`config.mk`:
```
export PLATFORM = sky130hd
export DESIGN_NAME = gpio_action_bank
export DESIGN_NICKNAME = d
export VERILOG_FILES = /design/src/rtl/gpio_bank_pkg.sv /design/src/rtl/gpio_pin_ctrl.sv /design/src/rtl/gpio_in_sync.sv /design/src/rtl/gpio_rd_pack.sv /design/src/rtl/gpio_action_bank.sv
export SDC_FILE = /design/constraint.sdc
export NUM_CORES = 1
export LEC_CHECK = 0
export ABC_AREA = 1
export CORE_MARGIN = 10
export CORE_UTILIZATION = 35
export DETAILED_ROUTE_END_ITERATION = 8
export DONT_BUFFER_PORTS = 1
export SYNTH_ARGS = -nofsm -noshare
export SYNTH_HDL_FRONTEND = slang
export SYNTH_HIERARCHICAL = 1
export SYNTH_SLANG_ARGS = --single-unit
```
`constraint.sdc`:
```
create_clock -name clk_i -period 1.5 [get_ports clk_i]
set_input_delay 0.15 -clock clk_i [delete_from_list [all_inputs] [get_ports clk_i]]
set_output_delay 0.15 -clock clk_i [all_outputs]
set_load 0.005 [all_outputs]
```
`src/rtl/gpio_bank_pkg.sv`:
```
`timescale 1ns/1ps
package gpio_bank_pkg;
  localparam int unsigned REG_W    = 32;
  localparam int unsigned MAX_PINS = 8;
  localparam int unsigned DIR_OFS  = 16;

  typedef struct packed {
    logic clr;
    logic set;
    logic mk_out;
    logic mk_in;
  } pin_act_t;

  // bits a write may act on for a bank of np pins
  function automatic logic [REG_W-1:0] act_mask(int unsigned np);
    logic [REG_W-1:0] m;
    m = '0;
    for (int unsigned i = 0; i < MAX_PINS; i++) begin
      if (i < np) begin
        m[2*i]           = 1'b1;
        m[2*i+1]         = 1'b1;
        m[2*i+DIR_OFS]   = 1'b1;
        m[2*i+DIR_OFS+1] = 1'b1;
      end
    end
    return m;
  endfunction

  // bits that carry a pin level on read
  function automatic logic [REG_W-1:0] lvl_mask(int unsigned np);
    logic [REG_W-1:0] m;
    m = '0;
    for (int unsigned i = 0; i < MAX_PINS; i++) begin
      if (i < np) m[2*i+1] = 1'b1;
    end
    return m;
  endfunction
endpackage

```
`src/rtl/gpio_pin_ctrl.sv`:
```
`timescale 1ns/1ps
module gpio_pin_ctrl
  import gpio_bank_pkg::*;
(
  input  logic     clk_i,
  input  logic     rst_ni,
  input  pin_act_t act_i,
  output logic     out_o,
  output logic     oe_o
);
  logic out_q, oe_q;

  always_ff @(posedge clk_i or negedge rst_ni) begin
    if (!rst_ni) begin
      out_q <= 1'b0;
      oe_q  <= 1'b0;
    end else begin
      // clear dominates set, input dominates output
      if (act_i.clr)      out_q <= 1'b0;
      else if (act_i.set) out_q <= 1'b1;
      if (act_i.mk_in)       oe_q <= 1'b0;
      else if (act_i.mk_out) oe_q <= 1'b1;
    end
  end

  assign out_o = out_q;
  assign oe_o  = oe_q;

  AST_CLR_LOW: assert property (@(posedge clk_i) disable iff (!rst_ni)
    act_i.clr |=> !out_q);
  AST_SET_HIGH: assert property (@(posedge clk_i) disable iff (!rst_ni)
    (act_i.set && !act_i.clr) |=> out_q);
  AST_CLR_WINS: assert property (@(posedge clk_i) disable iff (!rst_ni)
    (act_i.set && act_i.clr) |=> !out_q);
  AST_DIR_OUT: assert property (@(posedge clk_i) disable iff (!rst_ni)
    (act_i.mk_out && !act_i.mk_in) |=> oe_q);
  AST_DIR_IN: assert property (@(posedge clk_i) disable iff (!rst_ni)
    act_i.mk_in |=> !oe_q);
  AST_IDLE_HOLD: assert property (@(posedge clk_i) disable iff (!rst_ni)
    (act_i == '0) |=> ($stable(out_q) && $stable(oe_q)));
  AST_DRIVE_FRESH: assert property (@(posedge clk_i) disable iff (!rst_ni)
    (act_i.set && act_i.mk_out && !act_i.clr && !act_i.mk_in) |=> (out_q && oe_q));
endmodule

```
`src/rtl/gpio_in_sync.sv`:
```
`timescale 1ns/1ps
module gpio_in_sync #(
  parameter int unsigned WIDTH = 8
) (
  input  logic             clk_i,
  input  logic             rst_ni,
  input  logic [WIDTH-1:0] pin_i,
  output logic [WIDTH-1:0] lvl_o
);
  logic [WIDTH-1:0] meta_q, sync_q;

  always_ff @(posedge clk_i or negedge rst_ni) begin
    if (!rst_ni) begin
      meta_q <= '0;
      sync_q <= '0;
    end else begin
      meta_q <= pin_i;
      sync_q <= meta_q;
    end
  end

  assign lvl_o = sync_q;

  // edges since reset, for the latency check only
  logic [1:0] age_q;
  always_ff @(posedge clk_i or negedge rst_ni) begin
    if (!rst_ni)              age_q <= 2'd0;
    else if (age_q != 2'd2)   age_q <= age_q + 2'd1;
  end

  AST_SYNC_LATENCY: assert property (@(posedge clk_i) disable iff (!rst_ni)
    (age_q == 2'd2) |-> (lvl_o == $past(pin_i, 2)));
endmodule

```
`src/rtl/gpio_rd_pack.sv`:
```
`timescale 1ns/1ps
module gpio_rd_pack
  import gpio_bank_pkg::*;
#(
  parameter int unsigned NUM_PINS = 8
) (
  input  logic                hit_i,
  input  logic [NUM_PINS-1:0] lvl_i,
  output logic [REG_W-1:0]    rdata_o
);
  always_comb begin
    rdata_o = '0;
    if (hit_i) begin
      for (int unsigned i = 0; i < NUM_PINS; i++) rdata_o[2*i+1] = lvl_i[i];
    end
  end
endmodule

```
`src/rtl/gpio_action_bank.sv`:
```
`timescale 1ns/1ps
module gpio_action_bank
  import gpio_bank_pkg::*;
#(
  parameter int unsigned NUM_PINS = 8,
  parameter int unsigned ADDR_W   = 12,
  parameter logic [ADDR_W-1:0] REG_ADDR = 12'h040
) (
  input  logic                clk_i,
  input  logic                rst_ni,
  input  logic [ADDR_W-1:0]   addr_i,
  input  logic                we_i,
  input  logic [REG_W-1:0]    wdata_i,
  output logic [REG_W-1:0]    rdata_o,
  output logic [NUM_PINS-1:0] gpio_out_o,
  output logic [NUM_PINS-1:0] gpio_oe_o,
  input  logic [NUM_PINS-1:0] gpio_in_i
);
  localparam logic [REG_W-1:0] WR_MASK  = act_mask(NUM_PINS);
  localparam logic [REG_W-1:0] LVL_MASK = lvl_mask(NUM_PINS);

  logic                rd_hit, wr_hit;
  logic [NUM_PINS-1:0] lvl;
  logic                unused_bits;

  assign rd_hit      = (addr_i == REG_ADDR);
  assign wr_hit      = we_i && rd_hit;
  assign unused_bits = ^(wdata_i & ~WR_MASK);

  for (genvar i = 0; i < NUM_PINS; i++) begin : g_pin
    pin_act_t act;
    assign act.clr    = wr_hit & wdata_i[2*i];
    assign act.set    = wr_hit & wdata_i[2*i+1];
    assign act.mk_out = wr_hit & wdata_i[2*i+DIR_OFS];
    assign act.mk_in  = wr_hit & wdata_i[2*i+DIR_OFS+1];

    gpio_pin_ctrl i_pin (
      .clk_i  (clk_i),
      .rst_ni (rst_ni),
      .act_i  (act),
      .out_o  (gpio_out_o[i]),
      .oe_o   (gpio_oe_o[i])
    );
  end

  gpio_in_sync #(.WIDTH(NUM_PINS)) i_sync (
    .clk_i  (clk_i),
    .rst_ni (rst_ni),
    .pin_i  (gpio_in_i),
    .lvl_o  (lvl)
  );

  gpio_rd_pack #(.NUM_PINS(NUM_PINS)) i_rd (
    .hit_i   (rd_hit),
    .lvl_i   (lvl),
    .rdata_o (rdata_o)
  );

  AST_RD_UNUSED_ZERO: assert property (@(posedge clk_i) disable iff (!rst_ni)
    (rdata_o & ~LVL_MASK) == '0);
  AST_MISS_RD_ZERO: assert property (@(posedge clk_i) disable iff (!rst_ni)
    !rd_hit |-> (rdata_o == '0));
  AST_MISS_NO_WRITE: assert property (@(posedge clk_i) disable iff (!rst_ni)
    !wr_hit |=> ($stable(gpio_out_o) && $stable(gpio_oe_o)));
  AST_RESET_IDLE: assert property (@(posedge clk_i)
    !rst_ni |-> (gpio_out_o == '0 && gpio_oe_o == '0));
endmodule

```
* Word-level counts from Yosys, hierarchy flattened
Cells that the tools add are included.
** Operators by class
- $add $sub $neg :: 0
- Divide/modulo/power cells :: 0
- Shift operators :: 0
- Reductions and logical operators :: 17
- Bitwise logic cells :: 32
- $lt $le $gt $ge :: 0
- Multipliers :: 0
- Muxes and demuxes :: 40
- Equal/unequal tests :: 1
** Operators with widths (count)
- 1-bit 2-to-1 mux :: 40
- 1-bit bitwise AND :: 32
- 2-bit nonzero test :: 16
- 12-bit by 7-bit == test with 1-bit output (second input constant) :: 1
- 1-bit logical AND :: 1
** Storage, ports and cells
- Input port bits :: 55
- Logic and storage cells :: 108
- Register bits after elaboration :: 32
- Bits in writable memories :: 0
- Latch bits :: 0
- Memories kept :: 0
- Output and inout port bits :: 48
- Bits in read-only memories :: 0

* Logic depth before layout (Yosys ltp)
Gate-level depths: netlist of run 1.
- Depth after elaboration :: 5
- Depth in mapped cells :: 9
- Gate-level depth less buffers :: 8

* Modules after synthesis
The synthesis of run 1 kept the hierarchy.
** Modules (own cells, without submodules)
- gpio_pin_ctrl :: sequential area each 50.0 sq um, area an instance 65.1 sq um, cells an instance 6, times used 8
- gpio_action_bank :: sequential area each 0.0 sq um, area an instance 432.9 sq um, cells an instance 80, times used 1
- gpio_in_sync :: sequential area each 400.4 sq um, area an instance 400.4 sq um, cells an instance 16, times used 1
- gpio_rd_pack :: sequential area each 0.0 sq um, area an instance 249.0 sq um, cells an instance 42, times used 1

* Worst setup path after synthesis of run 1
No wires, ideal clock.
- Path kind :: input port to output port
- Start point :: in addr_i[5]
- End point :: out rdata_o[15]
- Slack :: 0.506 ns
- Arrival time :: 0.844 ns
- Path buffers :: 1
- Stages :: 7
- Required time :: 1.350 ns
- Cell sequence :: nor2_1 -> nand2_1 -> nor2_2 -> and2_2 -> buf_2 -> nand2_1 -> inv_1
** On the way
- Longest elaborated chain between the ends :: 2
** RTL lines
- from (decl) :: line gpio_action_bank.sv:11 : input logic [ADDR_W-1:0] addr_i,
- 12-bit by 7-bit == test with 1-bit output :: line gpio_action_bank.sv:26 : assign rd_hit = (addr_i == REG_ADDR);
- named net rd_hit :: line gpio_action_bank.sv:22 : logic rd_hit, wr_hit;
- 1-bit 2-to-1 mux :: line gpio_rd_pack.sv:13 : if (hit_i) begin
- to (decl) :: line gpio_action_bank.sv:14 : output logic [REG_W-1:0] rdata_o,
The timed path passes the listed nets, and every way through them passes these cells.

* Worst setup path in the final report of run 1
- Start point :: in addr_i[5]
- End point :: out rdata_o[5]
The elaborated chain is that of the path after synthesis.

==> flow_summary.toml, run 1 <==
[outcome]
outcome = "complete, no violations"

[global_route]
grt_use_total_pct = 8.81
grt_pass1_vias = 1081
grt_start_max_net_pins = 33
antenna_found_initial = 0
overflow = 0
grt_pass1_wl_um = 5310

[flow_run]
drv_cap = 0

[drt]
drtIter0Drc = 32
viasPerCell = 3.89
wl_um = 3410
vias = 983
firstDrtPassIters = 4
antenna_left = 0
remaining_drc_errors = 0
routedWlPerCell_um = 13.5

[floorplanning]
die_y_um = 87.7
start_util_pct = 36.6
dieArea_um2 = 7690
rows = 24
die_x_um = 87.7
ios = 103
core_area_um2 = 4380

[logic_synthesis]
ys_ff_latch = 32
synth_top_cell_by_area = "dfrtp_1"
synthArstFlopShare_pct = 100
yosys.area.top_type_share_pct = 50.0
ys_types = 13
ys_seq_area_share_pct = 50.0
synth_common_cells = "41 x inv_1, 39 x nor2_1, 32 x dfrtp_1, 30 x nor2_2, 24 x buf_4"
synthFlopType = "dfrtp_1"
synth_warnings = 6
synth_most_common_cell = "inv_1"
syn_area_um2 = 1600
yosys-top-cells-area = "dfrtp_1 50%, nor2_2 12%, buf_4 11%"
syn_inst = 186
avgSynthCellArea_um2 = 8.62
synth-edff-count = 0

[cells_and_area]
fin_area_um2 = 1770
areaGrowthSynthToFinish_pct = 10.2
multi_input_area_um2 = 515
drive_above_1_share_pct = 21.9
fill_cells = 468
fin_nets = 255
n_antenna_cell = 0
ff_latch_area_um2 = 801

[clocking]
cts_buffers = 5
htree_num_levels = 2
cts_sinks = 32
post-cts-setup-buffers = 0
clkTransAtPathRegs_ns = 0.07
post_cts_resized = 0
clk_latency_ns = 0.28
cts_max_path_buffers = 2
cts_tree = "built"
cts-root-buf = "clkbuf_8"

[place]
io_buffers = 0
gp_congestion = 0.656
hpwl_um = 2740
dpl_cell_area_um2 = 1560

[timing]
setup_viol = 0
min_period_ns = 1.07
fmax_mhz = 933
finalCritPeriodShare_pct = 71.5
final_hold_viol_count = 0
tns_ns = 0
rsz0062_at_grt = "no"
slew_violations = 0
finalClockSkew_ns = 0.000248

[worst_setup_path]
end_kind = "output port"
critPathMaxFanout = 8
start_kind = "input port"
critPathRequiredTime_ns = 1.35
r2r_slack_ns = 0.82
crit_type = "in -> out"
cp.arrival_ns = 0.92

[power_and_ir_drop]
power.leakage_nw = 1.02
power.density_nw_per_um2 = 942
vdd_ir_drop_max_v = 0.000351

[worst_hold_path]
hp-class = "in -> reg"
-- area by class of cell --
type,count,area share (%)
tap,52,3.68
clock buffer,7,4.89
sequential,32,45.3
multi-input combinational,108,29.2
inverter,41,8.71
clock inverter,1,0.425
timing repair buffer,12,7.79
-- layout by cell type, fill, tap and decap left out --
cell	instances
inv_1	41
nor2_1	39
dfrtp_1	32
nor2_2	30
conb_1	24
nand2_1	10
dlygate4sd3_1	9
clkbuf_8	6
nor2_4	2
buf_12	2
and2_1	1
and2_2	1
nand3_4	1
clkbuf_1	1
clkinvlp_4	1
buf_4	1
-- state kept, by name (all words and copies together) (netlist names) --
name,cells
g_pin.i_pin/oe_o,8
g_pin.i_pin/out_o,8
i_sync/lvl_o,8
i_sync/meta_q,8
-- routing by layer --
metal	routed length (um)	vias to the layer above	track usage, %
li1	-	495	-
met4	44	0	3.04
met2	1400	73	12.9
met1	1330	409	9.65
met3	636	6	6.59
met5	0	-	0
-- report_power, final --
group / internal [W] / leakage (nW) / switching, W
Clock: 0.000372 / 0.0445 / 0.000304
Sequential: 0.000886 / 0.410 / 0.00000677
Combinational: 0.0000331 / 0.561 / 0.0000610
Total: 0.00129 / 1.02 / 0.000372
-- worst max-delay path, stage by stage --
cell and delay (ns):
nor2_1 0.08, nand2_1 0.07, nor2_2 0.19, and2_2 0.28
nand2_1 0.07, inv_1 0.08
-- what timing repair did --
action | in CTS | in global routing
hold buffers | 10 | 0
endpoints found under the hold margin | 40 | 0
setup endpoints to repair | 0 | 0
-- cells by family after synthesis --
kind of cell           share of synthesized area [%]
flip-flops                                      50.0
other                                          0.234
AND/OR/NAND/NOR                                 26.5
buffers and inverters                           23.3
-- stage by stage --
step / total power [W] / setup WS, ns / hold WS (ns) / instances / utilization [%]
after floorplan: 0.000998 / 0.506 / -0.146 / 209 / -
after global placement: 0.000957 / 0.368 / -0.144 / 235 / 35.6
after detailed placement: 0.000959 / 0.360 / -0.144 / 235 / 35.6
after CTS: 0.00170 / 0.381 / 0.0447 / 253 / 40.3
after global routing: 0.00176 / 0.274 / 0.0510 / 253 / 40.3
final: 0.00166 / 0.428 / 0.0541 / 253 / 40.3
-- final timing paths --
kind,start,end,depth (start not counted)
hold / removal,wdata_i[4],g_pin[2].i_pin/out_o,3
min in group asynchronous,rst_ni,g_pin[2].i_pin/out_o,2
hold reg to reg,i_sync/meta_q[0],i_sync/lvl_o[0],0
setup reg to reg,g_pin[4].i_pin/oe_o,g_pin[4].i_pin/oe_o,2
setup / recovery,addr_i[5],rdata_o[5],6
max in group asynchronous,rst_ni,g_pin[4].i_pin/out_o,2
Note: power is estimated with default switching activity, not from simulation.
==> inputs of run 2 (changes only) <==
clock period = 0.9 ns   (was 1.5 ns; I/O delays follow)
==> flow_summary.toml, run 2 (synthesis results as in run 1) <==
[floorplanning]
ios = 103
start_util_pct = 36.6
die_x_um = 87.7
rows = 24
dieArea_um2 = 7690
die_y_um = 87.7
core_area_um2 = 4380

[cells_and_area]
layout_common_cells = "38 x nor2_1, 34 x inv_1, 32 x dfrtp_1"
drive_above_1_share_pct = 25.5
n_antenna_cell = 0
final_common_cell = "nor2_1"
ff_latch_area_um2 = 801
multi_input_area_um2 = 527
utilization_pct = 43.7
fill_cells = 437
areaGrowthSynthToFinish_pct = 19.4
fin_nets = 271

[global_route]
grt_pass1_wl_um = 5530
grt_start_max_net_pins = 33
overflow = 0
antenna_found_initial = 0
grt_pass1_vias = 1128
grt_use_total_pct = 9.18

[timing]
final_hold_viol_count = 0
hold_ws_ns = 0.0163
min_period_ns = 0.849
setup_viol = 0
finalClockSkew_ns = 0.00318
finalCritPeriodShare_pct = 94.3
rsz0062_at_grt = "yes"
fmax_mhz = 1180
slew_violations = 0

[worst_setup_path]
r2r_end = "g_pin[7].i_pin/oe_o"
end_kind = "output port"
slowest_delay_ns = 0.22
r2r_slack_ns = 0.23
crit_type = "in -> out"
cpMostUsedCell = "nand2_1"
ff2ff_path_depth = 2
startpoint = "addr_i[5]"
cp.arrival_ns = 0.76
endpoint = "rdata_o[5]"
start_kind = "input port"
critPathMaxFanout = 8
critPathRequiredTime_ns = 0.81
crit_chain = "nor2_1, nand2_1, nor2_4, and2_4, nand2_1, inv_2"
slowest_stage = "and2_4"
r2r_start = "g_pin[7].i_pin/oe_o"

[drt]
viasPerCell = 3.91
remaining_drc_errors = 0
firstDrtPassIters = 3
drtIter0Drc = 14
routedWlPerCell_um = 13.2
vias = 1047
antenna_left = 0
wl_um = 3530

[clocking]
cts_buffers = 5
cts_max_path_buffers = 2
clkTransAtPathRegs_ns = 0.06
clk_latency_ns = 0.27
cts-root-buf = "clkbuf_8"
cts_tree = "built"
cts_sinks = 32
htree_num_levels = 2

[place]
hpwl_um = 2690
gp_congestion = 0.641
io_buffers = 0

[flow_run]
drv_cap = 0

[power_and_ir_drop]
power.density_nw_per_um2 = 1410
power.leakage_nw = 1.06
vdd_ir_drop_max_v = 0.000598

[outcome]
outcome = "complete, no violations"

[worst_hold_path]
hp-class = "in -> reg"
hold_start = "wdata_i[25]"
[run 2: changes by cell type in the layout (fill, tap and decap cells not counted), moves of 2 or more]
| cell | delta |
|---|---|
| and2_4 | +2 |
| inv_1 | -7 |
| dlygate4sd3_1 | +13 |
| buf_4 | +3 |
| inv_2 | +7 |
[run 2: timing repair]
item | in CTS | in global routing
pin swaps | 2 | 2
hold buffers | 23 | 0
gates resized for setup | 2 | 9
buffers inserted | 1 | 0
endpoints found under the hold margin | 53 | 0
setup endpoints to repair | 8 | 10
[run 2: how the worst min path moves through the flow]
stage                      endpoint  slack, ns  depth (start not counted)
2_1_floorplan   g_pin[0].i_pin/oe_o      -0.21                          0
3_3_place_gp   g_pin[2].i_pin/out_o      -0.20                          0
3_5_place_dp   g_pin[2].i_pin/out_o      -0.20                          0
4_1_cts         g_pin[3].i_pin/oe_o      0.003                          3
5_1_grt         g_pin[4].i_pin/oe_o       0.01                          3
6_report        g_pin[4].i_pin/oe_o       0.02                          3
[run 2: metrics by stage]
stage          instance area [um2]  total power (W)  std cells  setup slack [ns]  setup TNS (ns)
6_report                      1910          0.00269        268            0.0509               0
5_1_grt                       1910          0.00286        268           -0.0219         -0.0630
2_1_floorplan                 1690          0.00166        209           0.00349               0
4_1_cts                       1910          0.00275        268            0.0306               0
3_5_place_dp                  1580          0.00160        237            -0.183           -3.40
3_3_place_gp                  1580          0.00159        237            -0.124           -2.52
[run 2: critical path, delay by kind of cell]
family	cells	cell delay, ns
AND/OR/NAND/NOR	5	0.60
buffers and inverters	1	0.06
[run 2: area by class of cell]
type                       instances  area share, %
inverter                          41           8.04
timing repair buffer              28           15.2
multi-input combinational        108           27.5
sequential                        32           41.8
clock buffer                       6           3.79
tap                               52           3.40
clock inverter                     1          0.261
[run 2: report_power, final]
group | switching [W] | internal, W | total, W
logic | 0.000111 | 0.0000930 | 0.000204
registers | 0.0000111 | 0.00148 | 0.00149
clock network | 0.000475 | 0.000524 | 0.000999
total | 0.000597 | 0.00210 | 0.00269
[run 2: metal layers]
metal | vias to the layer above | global-route usage, % | part of all wire (%)
li1 | 525 | - | -
met1 | 444 | 9.35 | 37
met2 | 73 | 13.6 | 42
met3 | 5 | 7.71 | 19
met4 | 0 | 3.48 | 1.3
met5 | - | 0 | 0
